<file path="src/rtl/dau_pkg.sv">
// Shared types for the decimal-capable add/subtract unit.
package dau_pkg;
    // Status flags produced with every result
    typedef struct packed {
        logic c;
        logic z;
        logic n;
        logic v;
    } dau_flags_t;

    // Signed digit carry: -1 (borrow) up to +3
    typedef logic signed [2:0] dau_dcarry_t;
endpackage

</file>
<file path="src/rtl/dau_digit_cell.sv">
// One packed-BCD digit: adds or subtracts two 4-bit digits plus a signed
// incoming carry, then corrects the digit into range and emits a signed carry.
// Assumes valid BCD inputs; out-of-range digits are only truncated.
module dau_digit_cell
    import dau_pkg::*;
(
    input  logic [3:0]  a_dig,
    input  logic [3:0]  m_dig,
    input  logic        sub,
    input  dau_dcarry_t k_in,
    output logic [3:0]  dig_out,
    output dau_dcarry_t k_out
);
    logic signed [6:0] a_s, m_s, k_s, raw, corr;

    assign a_s = {3'b000, a_dig};
    assign m_s = {3'b000, m_dig};
    assign k_s = {{4{k_in[2]}}, k_in};

    // Raw signed digit value
    always_comb begin
        if (sub) raw = a_s - m_s + k_s;
        else     raw = a_s + m_s + k_s;
    end

    // Range correction and outgoing carry
    always_comb begin
        if (raw >= 7'sd30) begin
            k_out = 3'sd3;
            corr  = raw - 7'sd30;
        end else if (raw >= 7'sd20) begin
            k_out = 3'sd2;
            corr  = raw - 7'sd20;
        end else if (raw >= 7'sd10) begin
            k_out = 3'sd1;
            corr  = raw - 7'sd10;
        end else if (raw < 7'sd0) begin
            k_out = 3'b111;
            corr  = raw + 7'sd10;
        end else begin
            k_out = 3'sd0;
            corr  = raw;
        end
    end

    assign dig_out = corr[3:0];
endmodule

</file>
<file path="src/rtl/dau_dec_path.sv">
// Packed-decimal datapath: a ripple of digit cells. The low digit takes the
// carry input (as +C for add, C-1 for subtract); the top digit's carry sets
// the carry output. Assumes DATA_W is a multiple of four.
module dau_dec_path
    import dau_pkg::*;
#(
    parameter int DATA_W = 8
) (
    input  logic [DATA_W-1:0] a,
    input  logic [DATA_W-1:0] m,
    input  logic              sub,
    input  logic              cin,
    output logic [DATA_W-1:0] r,
    output logic              cout
);
    localparam int NDIG = DATA_W / 4;

    dau_dcarry_t kc [NDIG+1];

    // Initial digit carry from the carry input
    always_comb begin
        if (sub) kc[0] = cin ? 3'sd0 : 3'b111;
        else     kc[0] = cin ? 3'sd1 : 3'sd0;
    end

    for (genvar i = 0; i < NDIG; i++) begin : g_dig
        dau_digit_cell u_cell (
            .a_dig  (a[4*i +: 4]),
            .m_dig  (m[4*i +: 4]),
            .sub    (sub),
            .k_in   (kc[i]),
            .dig_out(r[4*i +: 4]),
            .k_out  (kc[i+1])
        );
    end

    // Add carries on a positive top carry; subtract carries unless it borrowed
    always_comb begin
        if (sub) cout = ~kc[NDIG][2];
        else     cout = ~kc[NDIG][2] & (kc[NDIG] != 3'sd0);
    end
endmodule

</file>
<file path="src/rtl/dau_bin_path.sv">
// Two's-complement datapath: A + M + C or A + ~M + C, carry is the extra bit.
module dau_bin_path #(
    parameter int DATA_W = 8
) (
    input  logic [DATA_W-1:0] a,
    input  logic [DATA_W-1:0] m,
    input  logic              sub,
    input  logic              cin,
    output logic [DATA_W-1:0] r,
    output logic              cout
);
    logic [DATA_W-1:0] m_eff;
    logic [DATA_W:0]   sum;

    // Operand inversion for subtract, then one wide adder
    always_comb begin
        m_eff = sub ? ~m : m;
        sum   = {1'b0, a} + {1'b0, m_eff} + {{DATA_W{1'b0}}, cin};
    end

    assign r    = sum[DATA_W-1:0];
    assign cout = sum[DATA_W];
endmodule

</file>
<file path="src/rtl/dau_flag_gen.sv">
// Builds zero, negative and overflow from the final result; passes carry.
module dau_flag_gen
    import dau_pkg::*;
#(
    parameter int DATA_W = 8
) (
    input  logic [DATA_W-1:0] a,
    input  logic [DATA_W-1:0] m,
    input  logic [DATA_W-1:0] r,
    input  logic              sub,
    input  logic              carry,
    output dau_flags_t        flags
);
    localparam int MSB = DATA_W - 1;

    // Flag derivation; subtract compares A against the inverted operand sign
    always_comb begin
        logic same_sign;
        same_sign = sub ? (a[MSB] != m[MSB]) : (a[MSB] == m[MSB]);
        flags.c   = carry;
        flags.z   = (r == '0);
        flags.n   = r[MSB];
        flags.v   = same_sign & (r[MSB] != a[MSB]);
    end
endmodule

</file>
<file path="src/rtl/dec_addsub_unit.sv">
// Top: selects the binary or decimal result, forms flags and optionally
// registers them under in_valid. Synchronous active-low reset.
module dec_addsub_unit
    import dau_pkg::*;
#(
    parameter int DATA_W  = 8,
    parameter bit OUT_REG = 1'b1
) (
    input  logic              clk,
    input  logic              rst_n,
    input  logic              in_valid,
    input  logic              sub_sel,
    input  logic              dec_mode,
    input  logic [DATA_W-1:0] acc_in,
    input  logic [DATA_W-1:0] opnd_in,
    input  logic              carry_in,
    output logic [DATA_W-1:0] res,
    output logic              c_out,
    output logic              z_out,
    output logic              n_out,
    output logic              v_out,
    output logic              out_valid
);
    logic [DATA_W-1:0] bin_r, dec_r, sel_r;
    logic              bin_c, dec_c, sel_c;
    dau_flags_t        nxt_flags;

    dau_bin_path #(.DATA_W(DATA_W)) u_bin (
        .a(acc_in), .m(opnd_in), .sub(sub_sel), .cin(carry_in),
        .r(bin_r), .cout(bin_c)
    );

    dau_dec_path #(.DATA_W(DATA_W)) u_dec (
        .a(acc_in), .m(opnd_in), .sub(sub_sel), .cin(carry_in),
        .r(dec_r), .cout(dec_c)
    );

    // Mode selection
    always_comb begin
        sel_r = dec_mode ? dec_r : bin_r;
        sel_c = dec_mode ? dec_c : bin_c;
    end

    dau_flag_gen #(.DATA_W(DATA_W)) u_flags (
        .a(acc_in), .m(opnd_in), .r(sel_r), .sub(sub_sel), .carry(sel_c),
        .flags(nxt_flags)
    );

    if (OUT_REG) begin : g_reg
        logic [DATA_W-1:0] res_q;
        dau_flags_t        flg_q;
        logic              vld_q;

        // Output capture on strobe, hold otherwise
        always_ff @(posedge clk) begin
            if (!rst_n) begin
                res_q <= '0;
                flg_q <= '0;
                vld_q <= 1'b0;
            end else begin
                vld_q <= in_valid;
                if (in_valid) begin
                    res_q <= sel_r;
                    flg_q <= nxt_flags;
                end
            end
        end

        assign res       = res_q;
        assign c_out     = flg_q.c;
        assign z_out     = flg_q.z;
        assign n_out     = flg_q.n;
        assign v_out     = flg_q.v;
        assign out_valid = vld_q;
    end else begin : g_comb
        assign res       = sel_r;
        assign c_out     = nxt_flags.c;
        assign z_out     = nxt_flags.z;
        assign n_out     = nxt_flags.n;
        assign v_out     = nxt_flags.v;
        assign out_valid = in_valid;
    end
endmodule

</file>
<file path="config.mk">
export PLATFORM = sky130hd
export DESIGN_NAME = dec_addsub_unit
export DESIGN_NICKNAME = d
export VERILOG_FILES = /design/src/rtl/dau_pkg.sv /design/src/rtl/dau_digit_cell.sv /design/src/rtl/dau_dec_path.sv /design/src/rtl/dau_bin_path.sv /design/src/rtl/dau_flag_gen.sv /design/src/rtl/dec_addsub_unit.sv
export SDC_FILE = /design/constraint.sdc
export NUM_CORES = 1
export LEC_CHECK = 0
export BUFFER_PORTS_ARGS = -buffer_cell sky130_fd_sc_hd__buf_2
export CAP_MARGIN = 20
export CORE_AREA = 2 2 91 93
export CTS_BUF_LIST = sky130_fd_sc_hd__clkbuf_2
export DETAILED_ROUTE_END_ITERATION = 10
export DIE_AREA = 0 0 93 95
export SETUP_SLACK_MARGIN = 0.1
export SLEW_MARGIN = 20
export SYNTH_ARGS = -nofsm -noshare
export SYNTH_HDL_FRONTEND = slang
export SYNTH_SLANG_ARGS = --single-unit
</file>
<file path="constraint.sdc">
create_clock -name clk -period 7.1 [get_ports clk]
set_clock_uncertainty 0.1 [all_clocks]
set_input_delay 0.71 -clock clk [delete_from_list [all_inputs] [get_ports clk]]
set_output_delay 0.71 -clock clk [all_outputs]
set_load 0.05 [all_outputs]
</file>
After elaboration in Yosys (flattened, before gate mapping)
Cells that the tools add are included.
- register bits: 13
- bits in latches: 0
- memory bits (writable): 0
- memory bits (read-only): 0
- input bits: 22
- output and inout bits: 13
- memories: 0
- add/sub/neg operators: 18
- multiply operators: 0
- div/mod/pow operators: 0
- magnitude comparators: 8
- equality and inequality tests: 3
- shifts and indexed selects: 0
- mux-type cells: 26
- bitwise gates (word level): 5
- reductions and logical operators: 2
- operator list (operator ; number):
    4-bit two-way mux ; 8
    3-bit two-way mux ; 10
    7-bit by 6-bit greater-or-equal comparator with 1-bit output, second input constant ; 4
    8-bit two-way mux ; 2
    4-bit subtractor, second input constant ; 4
    6-bit by 3-bit adder with 7-bit output ; 2
    7-bit by 5-bit greater-or-equal comparator with 1-bit output, second input constant ; 2
    7-bit by 1-bit < comparator with 1-bit output, second input constant ; 2
    7-bit two-way mux ; 2
    5-bit by 3-bit adder with 6-bit output ; 2
    4-bit by 4-bit adder with 5-bit output ; 2
    4-bit by 4-bit subtractor with 5-bit output ; 2
    8-bit by 8-bit adder with 9-bit output ; 1
    9-bit by 1-bit adder with 9-bit output ; 1
    4-bit adder, second input constant ; 2
    8-bit zero test ; 1
    8-bit inverter ; 1
    4-bit by 2-bit subtractor with 4-bit output, second input constant ; 2
    1-bit two-way mux ; 4
    3-bit nonzero test ; 1
    1-bit AND ; 2
    1-bit inequality test ; 2
    1-bit inverter ; 2
    1-bit equality test ; 1

Longest topological paths before layout
- depth after elaboration: 20
- mapped depth: 33
- depth with buffers taken out: 33

Cells and area by module
Synthesis repeated with hierarchy kept, for this count alone.
- cell total of the unflattened synthesis: 425
- area total of the unflattened synthesis: 3485.8 um^2
- modules (own cells, without submodules) (module ; instances ; cells each ; area each (um^2) ; seq. area each (um^2)):
    dau_digit_cell at u_dec.g_dig[0].u_cell ; 1 ; 164 ; 1268.7 ; 0.0
    dau_digit_cell at u_dec.g_dig[1].u_cell ; 1 ; 142 ; 1083.5 ; 0.0
    dec_addsub_unit ; 1 ; 52 ; 618.1 ; 260.2
    dau_bin_path ; 1 ; 53 ; 417.9 ; 0.0
    dau_flag_gen ; 1 ; 9 ; 68.8 ; 0.0
    dau_dec_path ; 1 ; 5 ; 28.8 ; 0.0

Worst setup path before layout
OpenSTA, ideal clock, no wires.
- kind: in2reg
- start point: in acc_in[0]
- end point: reg g_reg.flg_q, in the netlist v_out
- library setup time: 117 ps
- arrival time: 6216 ps
- data required time: 6883 ps
- path slack: 667 ps
- stages on the path: 26
- path buffers: 0
- cells stage by stage: ha_1 -> fa_1 -> a21oi_1 -> nor2_1 -> or2_2 -> ha_1 -> and3_2 -> a22oi_1 -> mux2i_4 -> a32oi_1 -> o21ai_0 -> a21boi_0 -> a21o_1 -> ha_1 -> ha_1 -> a41oi_2 -> o21ai_0 -> xnor2_1 -> mux2i_2 -> ha_1 -> a311oi_1 -> mux2_2 -> a221oi_2 -> a211o_2 -> xnor2_1 -> a32o_1
- word-level cells in the longest chain between the ends: 18
- elaborated cells on any way between the ends: 33
- ends and longest elaborated chain (item ; RTL line ; RTL):
    start, declared ; dec_addsub_unit.sv:14 ; input logic [DATA_W-1:0] acc_in,
    4-bit by 4-bit adder with 5-bit output or 4-bit by 4-bit subtractor with 5-bit output (tied branches) ; dau_digit_cell.sv:23, dau_digit_cell.sv:22 ;
    6-bit by 3-bit adder with 7-bit output or 5-bit by 3-bit adder with 6-bit output (tied branches) ; dau_digit_cell.sv:23, dau_digit_cell.sv:22 ;
    7-bit two-way mux ; dau_digit_cell.sv:22 ; if (sub) raw = a_s - m_s + k_s;
    7-bit by 1-bit < comparator with 1-bit output ; dau_digit_cell.sv:37 ; end else if (raw < 7'sd0) begin
    3-bit two-way mux ; dau_digit_cell.sv:37 ;
    3-bit two-way mux ; dau_digit_cell.sv:34 ; end else if (raw >= 7'sd10) begin
    3-bit two-way mux ; dau_digit_cell.sv:31 ; end else if (raw >= 7'sd20) begin
    3-bit two-way mux ; dau_digit_cell.sv:28 ; if (raw >= 7'sd30) begin
    (+2 left out) ; - ;
    7-bit by 1-bit < comparator with 1-bit output or 4-bit adder (tied branches) ; dau_digit_cell.sv:37, dau_digit_cell.sv:39 ;
    4-bit two-way mux ; dau_digit_cell.sv:37 ;
    4-bit two-way mux ; dau_digit_cell.sv:34 ;
    4-bit two-way mux ; dau_digit_cell.sv:31 ;
    4-bit two-way mux ; dau_digit_cell.sv:28 ;
    8-bit two-way mux * ; dec_addsub_unit.sv:40 ; sel_r = dec_mode ? dec_r : bin_r;
    1-bit inequality test * ; dau_flag_gen.sv:23 ; flags.v = same_sign & (r[MSB] != a[MSB]);
    1-bit AND * ; dau_flag_gen.sv:23 ;
    end signal, assigned ; dec_addsub_unit.sv:64 ; flg_q <= nxt_flags;
    end, declared ; dec_addsub_unit.sv:51 ; dau_flags_t flg_q;
Every way passes the cells marked *; elsewhere a longest branch is shown, timed or not.
A chain may end at the register's enable or synchronous reset.

Worst setup path after layout
Same ends and word-level chain as after synthesis.

==> impl_metrics.toml <==
[critical_path]
worstPathMaxFanout = 9
r2r_slack_ns = 6.19
cp.arrival_ns = 6.60
worstSetupPathType = "in -> reg"
crit-reg2reg-launch = "res[7]$_SDFFE_PN0P_"
crit_path_end_kind = "flop"
startpoint_type = "input port"
reg2regPathDepth = 3
critPathRequiredTime_ns = 7.17
reg2reg_to = "res[7]$_SDFFE_PN0P_"

[floorplan]
die_area_um2 = 8835
fp.dieW_um = 93
io_pins = 35
core_um2 = 7928
num_rows = 33
start_util_pct = 43.86
die_y_um = 95

[worst_hold_path]
min_to = "v_out$_SDFFE_PN0P_"
hp-start = "v_out$_SDFFE_PN0P_"
hold_path.class = "reg -> reg"
whs_path_depth = 1

[sta]
fmax_mhz = 153.0
rsz0062_at_grt = "false"
fin_crit_sh_pct = 92.08
setup_viol = 0
period_needed_ns = 6.538
slew_violations = 0
hold_viol_final = 0
tightest_slew_ns = 0.7198
relSlewSlack_pct = 52.01
fin_setup_tns_ns = 0

[final_layout]
area_growth_pct = 7.089
fin_nets = 548
drive_gt1_share_pct = 18.32
nFillCells = 824
finalNonFillerCells = 569
final_core_util_pct = 46.97
antenna_cells = 0

[clock_network]
cts_buffer_depth = 2
cts-resized-gates = 0
insertion_delay_ns = 0.26
clkSinkCount = 12
path_clk_slew_ns = 0.11
htree_levels = 1
cts_root_buf = "clkbuf_2"
cts_tree = "yes"
cts_made_buffers = 3
postCtsSetupBuffers = 0
holdBufCountCts = 0

[power_and_ir_drop]
fin_total_pwr_mw = 0.9835
cellPowerDensity_nw_per_um2 = 264.1
clkPwrFrac_pct = 3.3
p_sw_mw = 0.5451
p_seq_share_pct = 8.5
peakVddDrop_mv = 0.09395
p_comb_share_pct = 88.1
switching_share_pct = 55.43
leakagePower_nw = 1.800
p_int_mw = 0.4383

[detailed_routing]
vias_per_cell = 5.715
ant_nets = 0
first_pass_iters = 5
vias = 3252
wl_um = 8836
drcViolationCount = 0
post_drt_wl_per_cell_um = 15.53
drt_iter0_drc = 165

[placed_design]
place_congestion = 0.9741
dp_cells = 566
dp_hpwl_um = 7181
numPortBuffers = 34

[synthesis]
mappedNetlistArea_um2 = 3477
yosysSeqAreaShare_pct = 6.909
ys.flop_type = "dfxtp_1"
ys_seq_elements = 12
synth_area_per_cell_um2 = 7.939
yosysWarnings = 0
synth.top_cell.area_share_pct = 18.71
synthTopCellsByCount = "52 x ha_1, 40 x inv_1, 33 x nor2_1, 30 x a21oi_1, 28 x nand2_1"
ys_types = 84
ys_top_cells_by_area = "ha_1 19%, dfxtp_1 6.9%, fa_1 4.6%"
syn_inst = 438
synth_edf_count = 0
syn-num-nets = 520
synth_largest_area_cell = "ha_1"
yosysMostFrequentCell = "ha_1"
ys_async_sr_fraction_pct = 0

[job]
drv_cap = 0

[grt]
antenna_found_initial = 0
grt-ovfl-total = 0
grt.total_usage_pct = 20.21
grt_pass1_wl_um = 14660
grt_max_degree = 36
grt_pass1_vias = 3063

[outcome]
status = "finished clean"
[per-layer routing]
| metal | share of wire, % | GRT usage, % |
|---|---|---|
| met4 | 0.31 | 1.471 |
| met3 | 3.6 | 2.474 |
| met2 | 47 | 34.18 |
| met1 | 49 | 28.75 |
| met5 | 0 | 0 |
[final cells by class]
cell class	count	area (um^2)	share of cell area, %
flip-flops and latches	12	240.2	6.452
multi-input cells	369	2975	79.91
inverters	41	153.9	4.133
clock buffers	3	15.01	0.4032
well taps	105	131.4	3.528
repair buffers	39	207.7	5.578
[worst max-delay path, cell delays in order]
cell      delay [ns]
buf_2           0.12
ha_1            0.22
fa_1            0.42
a21oi_1         0.15
nor2_1          0.04
or2_2           0.29
ha_1            0.34
and3_2          0.25
a221oi_1        0.38
xnor2_1         0.14
o21a_1          0.30
nor3_2          0.20
nand2_1         0.07
a21o_1          0.22
ha_2            0.24
ha_1            0.22
a41oi_2         0.17
o21ai_0         0.13
xnor2_1         0.26
mux2i_4         0.16
ha_1            0.25
a311oi_1        0.25
mux2_2          0.38
a221oi_2        0.26
a211o_2         0.16
xnor2_1         0.07
a32o_1          0.21
[logic make-up (layout without fill, tap and decap cells)]
logic type	Yosys count	in the layout	share of synthesized area (%)
AO/OA/AOI/OAI	140	140	30.08
XOR/XNOR	36	36	9.068
adder cells (fa/ha/maj)	60	60	23.32
buffers and inverters	57	83	8.132
flip-flops	12	12	6.909
multiplexers	17	17	5.793
AND/OR/NAND/NOR	116	116	16.70
[power by group through the flow]
stage	registers, mW	logic, mW	clock network [mW]
after detailed placement	0.0854	0.845	0
after global routing	0.0854	0.967	0.0370
after floorplan	0.124	0.650	0
after global placement	0.0848	0.844	0
after CTS	0.0838	0.849	0.0332
final	0.0840	0.867	0.0328
[layout by cell type, fill, tap and decap left out, types with 5 or more instances in the layout]
master / count
mux2i_1: 9
buf_4: 5
inv_1: 40
nand3_1: 12
a31oi_1: 6
buf_2: 34
a21o_1: 12
o211ai_1: 8
dfxtp_1: 12
and3_1: 5
nor2_1: 33
ha_1: 51
nand2b_1: 7
nand2_1: 28
fa_1: 8
xnor2_1: 18
a21oi_1: 30
xor2_1: 18
o21ai_0: 20
[metrics by stage]
| stage | instance area, um^2 | setup WS, ns | hold slack, ns |
|---|---|---|---|
| 2_1_floorplan | 3477 | 0.6666 | 0.6019 |
| 3_3_place_gp | 3687 | 0.2654 | 0.3532 |
| 3_5_place_dp | 3687 | 0.05656 | 0.3541 |
| 4_1_cts | 3702 | 0.3437 | 0.3802 |
| 5_1_grt | 3724 | 0.1359 | 0.4102 |
| 6_report | 3724 | 0.5625 | 0.3770 |
[flip-flops by register name (all words and copies together), names as in the netlist]
signal,count
res,8
c_out,1
z_out,1
out_valid,1
v_out,1
[how the worst max path moves through the flow]
stage               cells after the start  slack [ns]       from                 end
floorplan                              26        0.67  acc_in[0]  v_out$_SDFFE_PN0P_
global placement                       29        0.27  acc_in[0]  z_out$_SDFFE_PN0P_
detailed placement                     29        0.06  acc_in[0]  z_out$_SDFFE_PN0P_
CTS                                    29        0.34  acc_in[0]  z_out$_SDFFE_PN0P_
global route                           27        0.14  acc_in[0]  v_out$_SDFFE_PN0P_
finish                                 27        0.56  acc_in[0]  v_out$_SDFFE_PN0P_
No activity file was read; power rests on OpenSTA's default activity.
